==> config.mk <==
export PLATFORM = sky130hd
export DESIGN_NAME = cvt_ctrl_regbank
export DESIGN_NICKNAME = d
export VERILOG_FILES = /design/src/rtl/cvt_ctrl_pkg.sv /design/src/rtl/cvt_addr_dec.sv /design/src/rtl/cvt_pwr_lock.sv /design/src/rtl/cvt_ctrl_regbank.sv
export SDC_FILE = /design/constraint.sdc
export NUM_CORES = 1
export LEC_CHECK = 0
export ABC_AREA = 1
export ABC_CLOCK_PERIOD_IN_PS = 5180
export BUFFER_PORTS_ARGS = -buffer_cell sky130_fd_sc_hd__buf_2
export CAP_MARGIN = 10
export CORE_ASPECT_RATIO = 1.4
export CORE_MARGIN = 4
export CORE_UTILIZATION = 55
export DETAILED_ROUTE_END_ITERATION = 8
export GPL_TIMING_DRIVEN = 0
export PLACE_DENSITY = 0.73
export SYNTH_ARGS = -nofsm -noshare
export SYNTH_HDL_FRONTEND = slang
export SYNTH_HIERARCHICAL = 1
export SYNTH_SLANG_ARGS = --single-unit
==> constraint.sdc <==
create_clock -name clk -period 5.18 [get_ports clk]
set_clock_uncertainty 0.05 [all_clocks]
set_input_delay 1.036 -clock clk [delete_from_list [all_inputs] [get_ports clk]]
set_output_delay 1.036 -clock clk [all_outputs]
set_load 0.02 [all_outputs]
==> src/rtl/cvt_ctrl_pkg.sv <==
package cvt_ctrl_pkg;

  localparam int DW    = 16;
  localparam int NSLOT = 14;

  // slot indices
  localparam int SL_CTL0 = 0;
  localparam int SL_CTL3 = 3;
  localparam int SL_CTL4 = 4;
  localparam int SL_CTL5 = 5;
  localparam int SL_DATA = 8;
  localparam int SL_WHI  = 9;
  localparam int SL_WLO  = 10;
  localparam int SL_DMA  = 11;
  localparam int SL_DLO  = 12;
  localparam int SL_DHI  = 13;

  // control bit positions
  localparam int TRIG_BIT = 0;
  localparam int ARM_BIT  = 0;
  localparam int ON_BIT   = 0;
  localparam int LOCK_BIT = 0;

  // byte offset of a slot
  function automatic int slot_offset(int s);
    if (s < SL_DATA) return 'h10 + 2 * s;
    case (s)
      SL_DATA: return 'h22;
      SL_WHI:  return 'h24;
      SL_WLO:  return 'h26;
      SL_DMA:  return 'h28;
      SL_DLO:  return 'h0C;
      default: return 'h0E;
    endcase
  endfunction

  function automatic logic [DW-1:0] slot_reset(int s);
    case (s)
      SL_CTL0: return 16'h8001;
      6:       return 16'h0019;
      7:       return 16'h000F;
      SL_DLO:  return 16'h0110;
      SL_DHI:  return 16'hBB10;
      default: return '0;
    endcase
  endfunction

  // bits software may write
  function automatic logic [DW-1:0] slot_wmask(int s);
    case (s)
      SL_CTL5:                return ~(DW'(1) << LOCK_BIT);
      SL_DATA, SL_DLO, SL_DHI: return '0;
      default:                return '1;
    endcase
  endfunction

  // frozen while armed
  function automatic logic slot_arm_guarded(int s);
    return (s <= 2) || (s == 7) || (s == SL_WHI) || (s == SL_WLO) || (s == SL_DMA);
  endfunction

  // frozen while locked
  function automatic logic slot_lock_guarded(int s);
    return s == SL_CTL3;
  endfunction

  function automatic logic [DW-1:0] write_merge(logic [DW-1:0] old_v,
                                                logic [DW-1:0] new_v,
                                                logic [DW-1:0] mask);
    return (old_v & ~mask) | (new_v & mask);
  endfunction

  // word as seen on the bus
  function automatic logic [DW-1:0] slot_view(int s, logic [DW-1:0] q, logic lock);
    if (s == SL_CTL5) return q | (DW'(lock) << LOCK_BIT);
    return q;
  endfunction

endpackage

==> src/rtl/cvt_addr_dec.sv <==
module cvt_addr_dec
  import cvt_ctrl_pkg::*;
#(
  parameter int ADDR_W = 6
) (
  input  logic [ADDR_W-1:0] addr,
  output logic [NSLOT-1:0]  hit
);

  for (genvar s = 0; s < NSLOT; s++) begin : g_cmp
    localparam logic [ADDR_W-1:0] OFS = ADDR_W'(slot_offset(s));
    assign hit[s] = (addr == OFS);
  end

endmodule

==> src/rtl/cvt_pwr_lock.sv <==
module cvt_pwr_lock #(
  parameter int SYNC_N = 2
) (
  input  logic clk,
  input  logic rst_n,
  input  logic ext_in,
  input  logic trig_sel,
  input  logic on_bit,
  output logic locked
);

  logic [SYNC_N-1:0] sync_q;
  logic              det_q;

  always_ff @(posedge clk or negedge rst_n) begin
    if (!rst_n) begin
      sync_q <= '0;
      det_q  <= 1'b0;
    end else begin
      sync_q <= {sync_q[SYNC_N-2:0], ext_in};
      det_q  <= sync_q[SYNC_N-1];
    end
  end

  // software source acts at once, external source after the detect flop
  assign locked = trig_sel ? det_q : on_bit;

endmodule

==> src/rtl/cvt_ctrl_regbank.sv <==
module cvt_ctrl_regbank
  import cvt_ctrl_pkg::*;
#(
  parameter int ADDR_W = 6,
  parameter int SYNC_N = 2
) (
  input  logic              clk,
  input  logic              rst_n,
  input  logic              bus_sel,
  input  logic              bus_wr,
  input  logic [ADDR_W-1:0] bus_addr,
  input  logic [DW-1:0]     bus_wdata,
  output logic [DW-1:0]     bus_rdata,
  input  logic              ext_pwr_up,
  input  logic              cvt_valid,
  input  logic [DW-1:0]     cvt_data,
  output logic              cvt_locked
);

  logic [NSLOT-1:0]         hit;
  logic [NSLOT-1:0][DW-1:0] reg_q;
  logic [DW-1:0]            rd_val;
  logic                     wr_stb;
  logic                     rd_stb;
  logic                     armed;
  logic                     locked;
  logic                     trig_sel;
  logic                     on_bit;

  assign wr_stb   = bus_sel & bus_wr;
  assign rd_stb   = bus_sel & ~bus_wr;
  assign armed    = reg_q[SL_CTL3][ARM_BIT];
  assign trig_sel = reg_q[SL_CTL0][TRIG_BIT];
  assign on_bit   = reg_q[SL_CTL4][ON_BIT];

  cvt_addr_dec #(.ADDR_W(ADDR_W)) u_dec (
    .addr (bus_addr),
    .hit  (hit)
  );

  cvt_pwr_lock #(.SYNC_N(SYNC_N)) u_lock (
    .clk      (clk),
    .rst_n    (rst_n),
    .ext_in   (ext_pwr_up),
    .trig_sel (trig_sel),
    .on_bit   (on_bit),
    .locked   (locked)
  );

  for (genvar s = 0; s < NSLOT; s++) begin : g_slot
    localparam logic [DW-1:0] RST_V = slot_reset(s);
    localparam logic [DW-1:0] WMASK = slot_wmask(s);
    localparam logic          ARMG  = slot_arm_guarded(s);
    localparam logic          LOCKG = slot_lock_guarded(s);

    if (s == SL_DATA) begin : g_sample
      logic [DW-1:0] q;
      always_ff @(posedge clk or negedge rst_n) begin
        if (!rst_n)         q <= RST_V;
        else if (cvt_valid) q <= cvt_data;
      end
      assign reg_q[s] = q;
    end else if (WMASK == '0) begin : g_const
      assign reg_q[s] = RST_V;
    end else begin : g_rw
      logic          wr_ok;
      logic [DW-1:0] q;
      assign wr_ok = wr_stb & hit[s]
                   & ~(armed & ARMG)
                   & ~(locked & LOCKG);
      always_ff @(posedge clk or negedge rst_n) begin
        if (!rst_n)     q <= RST_V;
        else if (wr_ok) q <= write_merge(q, bus_wdata, WMASK);
      end
      assign reg_q[s] = q;
    end
  end

  always_comb begin
    rd_val = '0;
    for (int s = 0; s < NSLOT; s++) begin
      if (hit[s]) rd_val = rd_val | slot_view(s, reg_q[s], locked);
    end
    bus_rdata = rd_stb ? rd_val : '0;
  end

  assign cvt_locked = locked;

endmodule

# Word-level counts from Yosys, hierarchy flattened
# Cells that the tools add are included.
[op_classes] mux=19 n_eq_ne=14 n_bitwise=37
[op_table] operator="16-bit 2-to-1 mux" count=16
[op_table] operator="16-bit OR" count=11
[op_table] operator="6-bit by 5-bit equality test with 1-bit output (second input constant)" count=8
[op_table] operator="6-bit equality test (second input constant)" count=4
[op_table] operator="1-bit bitwise AND" count=21
[op_table] operator="1-bit by 16-bit OR with 16-bit output" count=1
[op_table] operator="16-bit by 1-bit OR with 16-bit output" count=1
[op_table] operator="6-bit by 4-bit equality test with 1-bit output (second input constant)" count=2
[op_table] operator="9-bit 2-to-1 mux" count=1
[op_table] operator="1-bit inverter" count=3
[op_table] operator="1-bit 2-to-1 mux" count=2
[word_totals] output_inout_bits=17 elab_cells=84 register_bits=195 input_bits=44

# Depth between registers and ports, before layout
[logic_depth] depth_word=27 ltp_mapped=12 mapped_depth_nobuf=10

# Modules after synthesis
# Netlist, hierarchy kept.
[by_module_without_submodules] module="cvt_ctrl_regbank" area_per_inst_um2=9029.9 instances=1 cells_per_inst=1072 seq_area_each_um2=4790.8
[by_module_without_submodules] module="cvt_addr_dec" area_per_inst_um2=161.4 instances=1 cells_per_inst=39 seq_area_each_um2=0.0
[by_module_without_submodules] module="cvt_pwr_lock" area_per_inst_um2=90.1 instances=1 cells_per_inst=7 seq_area_each_um2=75.1

# Worst setup path after synthesis
# No wires, ideal clock.
[synth_path] path_type="input port to output port" from="input port bus_addr[0]" to="output port bus_rdata[8]" n_path_buf=2 slack_ns=1.866 arrival_time_ns=2.228 required_ns=4.094 path_stages=11 path_cell_list="nor2_2 > nand2_1 > nor2_1 > buf_2 > buf_2 > nand2_1 > nand2_1 > nor2_1 > nand2_1 > nor2_1 > nor2_1"
[synth_via] elab_chain_cells=27 elab_cells_between_ends=40 classes_between="eq/ne: 14; mux: 15; bitwise: 11"
[synth_rtl] item="start, declared" line="cvt_ctrl_regbank.sv:11" text="input logic [ADDR_W-1:0] bus_addr,"
[synth_rtl] item="6-bit by 5-bit equality test with 1-bit output *" line="cvt_addr_dec.sv:12" text="assign hit[s] = (addr == OFS);"
[synth_rtl] item="via hit[0]" line="cvt_ctrl_regbank.sv:20" text="logic [NSLOT-1:0] hit;"
[synth_rtl] item="16-bit 2-to-1 mux *" line="cvt_ctrl_regbank.sv:82" text="if (hit[s]) rd_val = rd_val | slot_view(s, reg_q[s], locked);"
[synth_rtl] item="16-bit OR" line="cvt_ctrl_regbank.sv:82"
[synth_rtl] item="16-bit 2-to-1 mux *" line="cvt_ctrl_regbank.sv:82"
[synth_rtl] item="16-bit OR" line="cvt_ctrl_regbank.sv:82"
[synth_rtl] item="16-bit 2-to-1 mux *" line="cvt_ctrl_regbank.sv:82"
[synth_rtl] item="16-bit OR" line="cvt_ctrl_regbank.sv:82"
[synth_rtl] item="[... 12 more ...]"
[synth_rtl] item="16-bit 2-to-1 mux *" line="cvt_ctrl_regbank.sv:82"
[synth_rtl] item="16-bit OR" line="cvt_ctrl_regbank.sv:82"
[synth_rtl] item="16-bit 2-to-1 mux *" line="cvt_ctrl_regbank.sv:82"
[synth_rtl] item="16-bit OR" line="cvt_ctrl_regbank.sv:82"
[synth_rtl] item="16-bit 2-to-1 mux *" line="cvt_ctrl_regbank.sv:82"
[synth_rtl] item="9-bit 2-to-1 mux *" line="cvt_ctrl_regbank.sv:82"
[synth_rtl] item="16-bit 2-to-1 mux *" line="cvt_ctrl_regbank.sv:82"
[synth_rtl] item="16-bit 2-to-1 mux *" line="cvt_ctrl_regbank.sv:84" text="bus_rdata = rd_stb ? rd_val : '0;"
[synth_rtl] item="end, declared" line="cvt_ctrl_regbank.sv:13" text="output logic [DW-1:0] bus_rdata,"
# The timed path passes the listed nets; every way through them passes the cells marked *.

# Worst setup path in the final report
[layout_path] from="input port bus_addr[3]" to="output port bus_rdata[0]"
[layout_via] elab_cells_between_ends=38 classes_between="eq/ne: 12; mux: 15; bitwise: 11"
[layout_lines] item="6-bit equality test" line="cvt_addr_dec.sv:12"
[layout_lines] item="via hit[11]" line="cvt_ctrl_regbank.sv:20"
[layout_lines] item="16-bit 2-to-1 mux" line="cvt_ctrl_regbank.sv:82"
[layout_lines] item="9-bit 2-to-1 mux" line="cvt_ctrl_regbank.sv:82"
[layout_lines] item="16-bit 2-to-1 mux" line="cvt_ctrl_regbank.sv:82"
[layout_lines] item="16-bit 2-to-1 mux" line="cvt_ctrl_regbank.sv:84"
# The timed path passes the listed nets, and every way through them passes these cells.

==> metrics.md <==
| Metric | Value |
|---|---|
| Total grt overflow | `0` |
| ANT nets after route | `0` |
| Psw | `0.806 mW` |
| WP data arrival | `2.89 ns` |
| Highest clock rate | `252 MHz` |
| Crit path max-delay cell type | `buf_2` |
| Final setup viols | `0` |
| Pre-antenna DRT Iters | `7` |
| Crit-path cells | `buf_2, inv_1, nor2_1, nand2_1, nor2_1, buf_2, buf_2, nand2_1, nand2_1, nor2_1, nand3_1, nand2_1, inv_1, buf_2` |
| Tcrit/Tclk final | `76.7%` |
| #FFs+latches synth | `194` |
| Crit-path max FO | `10` |
| Pleak | `5.52 nW` |
| Max capacitance violation total | `0` |
| ANT cells | `0` |
| Largest net degree at the start of global routing | `108` |
| Worst-Skew Late Latency | `0.43 ns` |
| Syn Inst Count | `1118` |
| Global placer's final weighted congestion | `0.938` |
| Hold_ws | `0.298 ns` |
| Vias in the first global route | `7594` |
| Post-CTS sizing | `0` |
| Max-Slew Margin vs Limit | `41.6%` |
| Hold Path Class | `flop to flop` |
| Critical path startpoint category | `primary input` |
| CTS sink cnt | `194` |
| Vert. Die Dim | `162 um` |
| Int Power | `2.59 mW` |
| IO Port Bufs | `59` |
| First-pass GRT wire length | `42000 um` |
| GRT Total Usage | `29.1%` |
| Hold-fix buffers, CTS | `0` |
| Nets | `1241` |
| Layout cells sized above 1 | `20.0%` |
| Clock tree buffer depth | `2` |
| Comb pwr share | `8.0%` |
| Core Region | `16400 um2` |
| # rows | `55` |
| Area Overhead vs Synth | `13.0%` |
| H-tree Lvls | `4` |
| CTS Buf Count | `17` |
| Number of buffer and inverter stages on the critical path | `6` |
| Tightest Pin Transition | `0.877 ns` |
| # IOs | `61` |
| Sequential share of power | `50.3%` |
| Initial DRC count | `680` |
| DP Wirelength | `18600 um` |
| Crit. End Element | `output port` |
| Synth cell types | `24` |
| Clock transition at the registers of the reported paths | `0.07 ns` |
| CTS tree | `done` |
| DRC | `0` |
| Vias post-DR | `7704` |
| Post-CTS Setup Inserts | `0` |
| Delay of the slowest critical-path stage | `0.30 ns` |
| Placed Cells incl. Taps | `1377` |
| Worst EP required | `4.09 ns` |
| Power Total | `3.40 mW` |
| Post-Syn Area per Cell | `8.30 um2` |
| Yosys warns | `6` |
| CP top delay family | `buffers and inverters` |
| Routed wire length | `26600 um` |
| Max IR drop VDD | `0.214 mV` |
| Cell Area, Synth | `9280 um2` |
| Seq/Total Area, Yosys | `52.4%` |
| Post-synth net total | `1162` |
| WS Path Type | `primary input to output port` |
| Final Slew Violations | `0` |
| Non-filler instance count after layout | `1409` |
| Final Hold Vio Count | `0` |
| RSZ-0062 raised after global routing | `false` |
| Die area | `19000 um2` |
| Die Width | `118 um` |
| Net Sw Frac | `23.7%` |
| Min Tclk post-route | `3.97 ns` |
| Wire per inst | `18.9 um` |
| Clk pwr share | `41.6%` |
| Initial antenna violation count | `0` |
| Setup TNS | `0 ns` |
| Vias per inst | `5.47` |
| Initial core utilization | `56.7%` |
| Clk root buf | `clkbuf_16` |
| Status | `finished clean` |
| PD cells | `324 nW/um2` |
-- cell type report --
cell class,count,area [um2]
plain buffers,75,537
clock buffers,23,478
clock inverters,9,151
fillers,1425,5890
inverters,53,213
multi-input cells,796,3670
flip-flops and latches,194,4870
well taps,199,249
repair buffers,60,333
-- worst register-to-register path, stage by stage, from the launching register on --
cell and delay (ns):
dfstp_2 0.57, nand2_1 0.06, nand2_1 0.11, nand3b_1 0.20, clkbuf_1 0.42, o21ai_0 0.15
-- logic make-up (layout without fill, tap and decap cells) --
family	count (synthesis)	count (layout)	share of synthesized area, %
AO/OA/AOI/OAI	175	175	11.5
buffers and inverters	128	220	8.07
AND/OR/NAND/NOR	605	605	26.1
multiplexers	16	16	1.94
flip-flops	194	194	52.4
-- cell usage after synthesis (all sizes together) --
cell type / count / share of area [%]
nand2: 503 / 21
buf: 57 / 5.0
nand3: 16 / 1.8
or2: 1 / 0.067
nor2: 84 / 3.5
mux2: 16 / 1.9
o21ai: 175 / 11
nand3b: 1 / 0.081
inv: 52 / 2.1
clkbuf: 18 / 0.75
dfrtp: 185 / 50
bufinv: 1 / 0.19
dfstp: 9 / 2.5
-- path summary, 6_finish.rpt --
| path | from | endpoint | slack, ns | cells after the start |
|---|---|---|---|---|
| worst max-delay path | bus_addr[3] | bus_rdata[0] | 1.21 | 14 |
| worst min-delay path | u_lock/sync_q[1] | u_lock/det_q | 0.30 | 0 |
| worst max register to register | g_slot[0].g_rw.q[0] | g_slot[3].g_rw.q[7] | 3.46 | 5 |
| worst min register to register | u_lock/sync_q[1] | u_lock/det_q | 0.30 | 0 |
| max in group asynchronous | rst_n | g_slot[6].g_rw.q[3] | 3.56 | 2 |
| min in group asynchronous | rst_n | u_lock/det_q | 0.58 | 1 |
-- cells in the final DEF, fill, tap and decap left out, types with 17 or more instances in the layout --
| cell type | count |
|---|---|
| nand2_1 | 499 |
| dfrtp_1 | 185 |
| buf_2 | 82 |
| nor2_1 | 79 |
| o21ai_1 | 69 |
| o21ai_0 | 56 |
| inv_1 | 51 |
| o21ai_2 | 50 |
| buf_6 | 23 |
| clkbuf_1 | 19 |
| clkbuf_16 | 17 |
-- stage by stage --
stage | worst slack [ns] | instance area [um2] | utilization, %
finish | 1.21 | 10500 | 64.1
global route | 1.06 | 10500 | 64.1
detailed placement | 1.21 | 9860 | 60.2
global placement | -0.200 | 9830 | 60.0
floorplan | 1.87 | 9280 | -
CTS | 1.20 | 10500 | 64.1
-- per-layer routing --
layer,wire length [um],global-route usage (%),vias to the layer above
met5,0,0,-
met4,1720,18.0,0
met3,1700,5.36,80
met2,12500,46.5,289
met1,10700,36.9,3682
li1,-,-,3653
-- registers in the layout (all words and copies together), names as in the netlist --
name	count
g_slot.g_rw.q	175
u_lock/sync_q	2
u_lock/det_q	1
g_slot.g_sample.q	16
-- power groups by stage --
stage | sequential, mW | combinational (mW) | clock, mW
2_1_floorplan | 1.72 | 0.171 | 0
3_3_place_gp | 1.73 | 0.262 | 0
3_5_place_dp | 1.73 | 0.274 | 0
4_1_cts | 1.71 | 0.276 | 1.42
5_1_grt | 1.72 | 0.311 | 1.49
6_report | 1.71 | 0.273 | 1.41
No activity file was read; power rests on OpenSTA's default activity.
